===== config.mk =====
export PLATFORM = sky130hd
export DESIGN_NAME = vec_intc
export DESIGN_NICKNAME = d
export VERILOG_FILES = /design/src/rtl/vec_intc.sv
export SDC_FILE = /design/constraint.sdc
export NUM_CORES = 2
export LEC_CHECK = 0
export BUFFER_PORTS_ARGS = -buffer_cell sky130_fd_sc_hd__clkbuf_2
export CAP_MARGIN = 25
export CORE_MARGIN = 2
export CORE_UTILIZATION = 44
export CTS_CLUSTER_SIZE = 28
export DETAILED_ROUTE_END_ITERATION = 12
export HOLD_SLACK_MARGIN = 0.12
export SYNTH_ARGS = -nofsm -noshare
export SYNTH_HDL_FRONTEND = slang
export SYNTH_SLANG_ARGS = --single-unit

===== constraint.sdc =====
create_clock -name clk -period 6.3 [get_ports clk]
set_input_delay 1.26 -clock clk [delete_from_list [all_inputs] [get_ports clk]]
set_output_delay 1.26 -clock clk [all_outputs]
set_load 0.01 [all_outputs]

===== src/rtl/vec_intc.sv =====
module vec_intc #(
  parameter int N_SRC = 64,
  parameter int N_OUT = 16,
  parameter logic [15:0] VERSION = 16'h0001,
  parameter logic [31:0] IDENT = 32'h1C0A_0001
) (
  input  logic             clk,
  input  logic             rst_n,
  input  logic [N_SRC-1:0] irq_in,
  input  logic             bus_sel,
  input  logic             bus_we,
  input  logic [11:0]      bus_addr,
  input  logic [31:0]      bus_wdata,
  output logic [31:0]      bus_rdata,
  output logic [N_OUT-1:0] parent_irq
);
  localparam int OW = (N_OUT > 1) ? $clog2(N_OUT) : 1;

  logic [63:0] mask_q, edge_q, en_q, pol_q, pend_q, isr_q, last_q;
  logic [7:0]  vec_tab [64];
  logic [7:0]  rte_tab [64];

  function automatic logic [63:0] half_upd(input logic [63:0] old, input logic [31:0] d, input logic hi);
    return hi ? {d, old[31:0]} : {old[63:32], d};
  endfunction

  function automatic logic [5:0] lowest(input logic [63:0] v);
    logic [5:0] r;
    r = '0;
    for (int i = 63; i >= 0; i--)
      if (v[i]) r = 6'(i);
    return r;
  endfunction

  wire [63:0] lvl   = 64'(irq_in);
  wire        wr    = bus_sel & bus_we;
  wire        hi    = bus_addr[2];
  wire [8:0]  pair  = bus_addr[11:3];
  wire [7:0]  tidx  = bus_addr[7:0];
  wire        t_in  = (tidx < 8'd64);
  wire [63:0] wd_sh = hi ? {bus_wdata, 32'h0} : {32'h0, bus_wdata};

  wire wr_mask = wr && pair == 9'd1;
  wire wr_edge = wr && pair == 9'd2;
  wire wr_en   = wr && pair == 9'd3;
  wire wr_clr  = wr && pair == 9'd4;
  wire wr_stat = wr && pair == 9'd5;
  wire wr_pol  = wr && pair == 9'd6;

  wire [63:0] mask_n = wr_mask ? half_upd(mask_q, bus_wdata, hi) : mask_q;
  wire [63:0] rise   = lvl & ~last_q;
  wire [63:0] fall   = ~lvl & last_q;
  wire [63:0] clr    = (wr_clr && |(edge_q & wd_sh)) ? wd_sh : 64'h0;
  wire [63:0] pend_n = (edge_q & ((pend_q & ~clr) | rise)) | (~edge_q & lvl);

  wire [63:0] a_cand = (rise | (mask_q & ~mask_n)) & pend_n & ~mask_n;
  wire [63:0] d_cand = (fall | (~mask_q & mask_n) | clr) & isr_q & ~pend_n;
  wire        a_any  = |a_cand;
  wire        d_any  = |d_cand;
  wire [5:0]  a_idx  = lowest(a_cand);
  wire [5:0]  d_idx  = lowest(d_cand);
  wire [7:0]  a_vec  = vec_tab[a_idx];
  wire [7:0]  d_vec  = vec_tab[d_idx];

  wire [63:0] isr_b = wr_stat ? half_upd(isr_q, bus_wdata, hi) : isr_q;
  wire [63:0] isr_n = ((isr_b & ~(d_any ? (64'h1 << d_idx) : 64'h0))
                      | (a_any ? (64'h1 << a_idx) : 64'h0)) & ~clr;

  logic [N_OUT-1:0] par_n;
  always_comb begin
    par_n = parent_irq;
    if (d_any && 32'(d_vec) < N_OUT) par_n[OW'(d_vec)] = 1'b0;
    if (a_any && 32'(a_vec) < N_OUT) par_n[OW'(a_vec)] = 1'b1;
  end

  function automatic logic [31:0] pick(input logic [63:0] v, input logic h);
    return h ? v[63:32] : v[31:0];
  endfunction

  logic [31:0] rd_v;
  always_comb begin
    rd_v = '0;
    case (bus_addr[11:8])
      4'h0: case (pair)
        9'd0:    rd_v = hi ? {16'(N_SRC - 1), VERSION} : IDENT;
        9'd1:    rd_v = pick(mask_q, hi);
        9'd2:    rd_v = pick(edge_q, hi);
        9'd3:    rd_v = pick(en_q, hi);
        9'd5:    rd_v = pick(isr_q & ~mask_q, hi);
        9'd6:    rd_v = pick(pol_q, hi);
        default: rd_v = '0;
      endcase
      4'h1: rd_v = t_in ? {24'h0, vec_tab[tidx[5:0]]} : 32'h0;
      4'h2: rd_v = t_in ? {24'h0, rte_tab[tidx[5:0]]} : 32'h0;
      default: rd_v = '0;
    endcase
  end

  always_ff @(posedge clk) begin
    if (!rst_n) begin
      mask_q <= '1;
      {edge_q, en_q, pol_q, pend_q, isr_q, last_q} <= '0;
      parent_irq <= '0;
      bus_rdata <= '0;
      for (int i = 0; i < 64; i++) begin
        vec_tab[i] <= 8'h00;
        rte_tab[i] <= 8'h01;
      end
    end else begin
      mask_q <= mask_n;
      pend_q <= pend_n;
      isr_q  <= isr_n;
      last_q <= lvl;
      parent_irq <= par_n;
      if (wr_edge) edge_q <= half_upd(edge_q, bus_wdata, hi);
      if (wr_en)   en_q   <= half_upd(en_q, bus_wdata, hi);
      if (wr_pol)  pol_q  <= half_upd(pol_q, bus_wdata, hi);
      if (wr && bus_addr[11:8] == 4'h1 && t_in) vec_tab[tidx[5:0]] <= bus_wdata[7:0];
      if (wr && bus_addr[11:8] == 4'h2 && t_in) rte_tab[tidx[5:0]] <= bus_wdata[7:0];
      if (bus_sel && !bus_we) bus_rdata <= rd_v;
    end
  end
endmodule


==> results.sh <==
export IMPL_drc=0
export IMPL_final_antenna_net_count=0
export IMPL_fin_crit_sh=1.03
export IMPL_die_x_um=434
export IMPL_period_minus_slack_ns=6.46
export IMPL_cts_buffers=169
export IMPL_drtIter0Drc=12100
export IMPL_start_util=0.443
export IMPL_hp_class="reg -> reg"
export IMPL_yosysTopAreaCell="edfxtp_1"
export IMPL_slew_headroom=0.167
export IMPL_via_per_inst=6.81
export IMPL_num_vias=82900
export IMPL_syn_nets=8672
export IMPL_grt_pass1_wl_mm=601
export IMPL_wire_per_inst_um=35.9
export IMPL_synth_edff_count=1024
export IMPL_netlist_instances=8560
export IMPL_rows=157
export IMPL_synth_cell_types=115
export IMPL_yosys_top_cells_area="edfxtp_1, dfxtp_1, nor3_1, nand2_1, mux2i_1"
export IMPL_finalSetupViolCount=13
export IMPL_maxCapViolations=0
export IMPL_synth_avg_cell_area_um2=9.49
export IMPL_hold_viol_final=0
export IMPL_cts_sinks=1520
export IMPL_worst_pin_slew_ns=1.25
export IMPL_antenna_found_initial=26
export IMPL_crit_path_end_kind="register"
export IMPL_grt_use_total=0.451
export IMPL_synth_area_um2=81200
export IMPL_routed_wl_mm=437
export IMPL_nNetsFinal=9676
export IMPL_synth_warnings=0
export IMPL_cts_max_path_buffers=3
export IMPL_core_area_um2=183000
export IMPL_ys_seq_elements=1520
export IMPL_total_power_mw=23.8
export IMPL_drive_gt1_frac=0.245
export IMPL_synth_most_common_cell="edfxtp_1"
export IMPL_yosysTopAreaCellShare=0.379
export IMPL_max_freq_mhz=155
export IMPL_dp_cells=11800
export IMPL_place_hpwl_mm=316
export IMPL_netlist_top_cells_count="edfxtp_1, nor3_1, nand2_1"
export IMPL_syn2layout_area_growth_pct=26.2
export IMPL_die_h_um=434
export IMPL_seq_area_frac_synth=0.501
export IMPL_arrival_ns=7.20
export IMPL_finish_utilization=0.559
export IMPL_overflow=0
export IMPL_grt_setup_unrepaired="true"
export IMPL_holdWs_ns=0.453
export IMPL_ir_drop_v=0.000232
export IMPL_drv_slew=0
export IMPL_path_class="in -> reg"
export IMPL_setup_tns_ns=-0.565
export IMPL_clk_pin_slew_ns=0.06
export IMPL_async_flop_share=0
export IMPL_skew_ns=0.0552
export IMPL_htree_levels=4
export IMPL_grt_pass1_vias=77200
export IMPL_die_area_um2=188000
export IMPL_grt_max_degree=130
export IMPL_violations="setup timing"
export IMPL_insertion_delay_ns=0.88
export IMPL_place_port_buffers=159
export IMPL_dr_pass1_iters=7
export IMPL_synthFlopType="edfxtp_1"
export IMPL_routabilityCongestion=1.10
export IMPL_io_pins=160
export IMPL_p_per_area_nw_per_um2=233
export IMPL_outcome="finished, violations left"
export IMPL_fin_ws_ns=-0.162
export IMPL_cts_hold_fix_buffers=0
export IMPL_leakagePower_nw=36.3
export IMPL_root_buffer="clkbuf_16"
export IMPL_path_max_fanout=13
export IMPL_cts_tree="built"
export IMPL_worstPathRequired_ns=7.04
export IMPL_fin_cells=12200
export IMPL_cp_start_kind="primary input"
[timing repair]
action / 4_1_cts / 5_1_grt
pin swaps: 40 / 83
endpoints found under the hold margin: 0 / 0
cloned: 0 / 5
endpoints found under the setup margin: 16 / 16
resized for setup: 138 / 221
setup buffers: 28 / 40
[state kept, by name, indices dropped and copies added, names as in the netlist]
| register | cells |
|---|---|
| rte_tab | 512 |
| mask_q | 64 |
| pol_q | 64 |
| isr_q | 64 |
| bus_rdata | 32 |
| vec_tab | 512 |
| pend_q | 64 |
| edge_q | 64 |
| last_q | 64 |
| parent_irq | 16 |
| en_q | 64 |
[per-stage QoR]
step	worst slack, ns	instance area, µm²
2_1_floorplan	0.318	81200
6_report	-0.162	102000
5_1_grt	-0.181	102000
3_3_place_gp	-2.02	94200
3_5_place_dp	-1.58	94300
4_1_cts	-0.000989	101000
[cells in the final DEF, fill, tap and decap left out, types with 25 or more instances in the layout]
cell / n
and2_1: 167
clkbuf_16: 177
nor2_1: 414
and3_1: 86
buf_6: 42
a211oi_1: 61
edfxtp_1: 1024
o22ai_1: 120
a22o_1: 88
a22oi_1: 389
nand2_1: 891
buf_4: 1384
o21ai_0: 310
o211ai_1: 78
dfxtp_1: 496
a31oi_1: 95
buf_12: 110
nand4_1: 117
o21ai_1: 35
nor2b_1: 71
inv_1: 132
nand2b_1: 45
or3_1: 97
clkbuf_1: 34
a21boi_0: 45
a32oi_1: 47
mux2i_1: 338
nand2_2: 29
mux2_2: 43
clkinv_2: 25
a211o_1: 26
nor4_1: 40
nand3_1: 132
nor3_1: 1008
clkbuf_2: 146
a221oi_1: 112
a21oi_1: 472
o32ai_1: 36
[path summary, 6_finish.rpt]
check | start | to | slack [ns] | depth (start not counted)
setup / recovery | bus_wdata[17] | parent_irq[6] | -0.16 | 26
hold / removal | en_q[47] | en_q[47] | 0.45 | 2
setup reg to reg | edge_q[13] | parent_irq[6] | -0.02 | 27
hold reg to reg | en_q[47] | en_q[47] | 0.45 | 2
[cell type report]
class                           instances  area, µm²
Clock inverter                         82       1060
Sequential cell                      1520      40700
Fill cell                           16400      80800
Timing Repair Buffer                 1710      14200
Tap cell                             2464       3080
Multi-Input combinational cell       6022      38200
Inverter                              141        559
Clock buffer                          219       4600
Antenna cell                           14       35.0
[critical path, stage by stage]
cell and delay, ns:
clkbuf_2 0.13, buf_4 0.16, a22oi_2 0.37, nand2_2 0.12, a21oi_4 0.27, and3_4 0.26, a21oi_4 0.07, buf_12 0.15
a31o_4 0.28, buf_4 0.15, o211ai_1 0.44, a21boi_2 0.16, nor3_2 0.20, or4b_4 0.53, and3_4 0.25, buf_4 0.19
buf_12 0.14, buf_4 0.15, nor2_1 0.23, buf_4 0.19, o211ai_1 0.18, nand4_1 0.24, and3_2 0.31, nand2_1 0.10
or3_1 0.35, a32o_1 0.25
[cells by family after synthesis]
family / count (synthesis) / share of synthesized area
AO/OA/AOI/OAI: 2321 / 0.197
multiplexers: 406 / 0.0530
AND/OR/NAND/NOR: 3295 / 0.198
flip-flops: 1520 / 0.501
buffers and inverters: 1018 / 0.0508
[power breakdown]
| group | internal [mW] | total, mW | switching [mW] |
|---|---|---|---|
| clock | 5.81 | 10.3 | 4.47 |
| combinational | 0.681 | 2.22 | 1.54 |
| sequential | 11.0 | 11.3 | 0.322 |
| total | 17.5 | 23.8 | 6.33 |
[per-layer routing]
metal / GRT usage / wire length, µm / vias up
met5: 0 / 80 / -
met4: 0.351 / 42300 / 12
met3: 0.106 / 47100 / 1659
met2: 0.685 / 190000 / 6136
met1: 0.553 / 157000 / 40600
li1: - / - / 34500
Note: power is estimated with default switching activity, not from simulation.
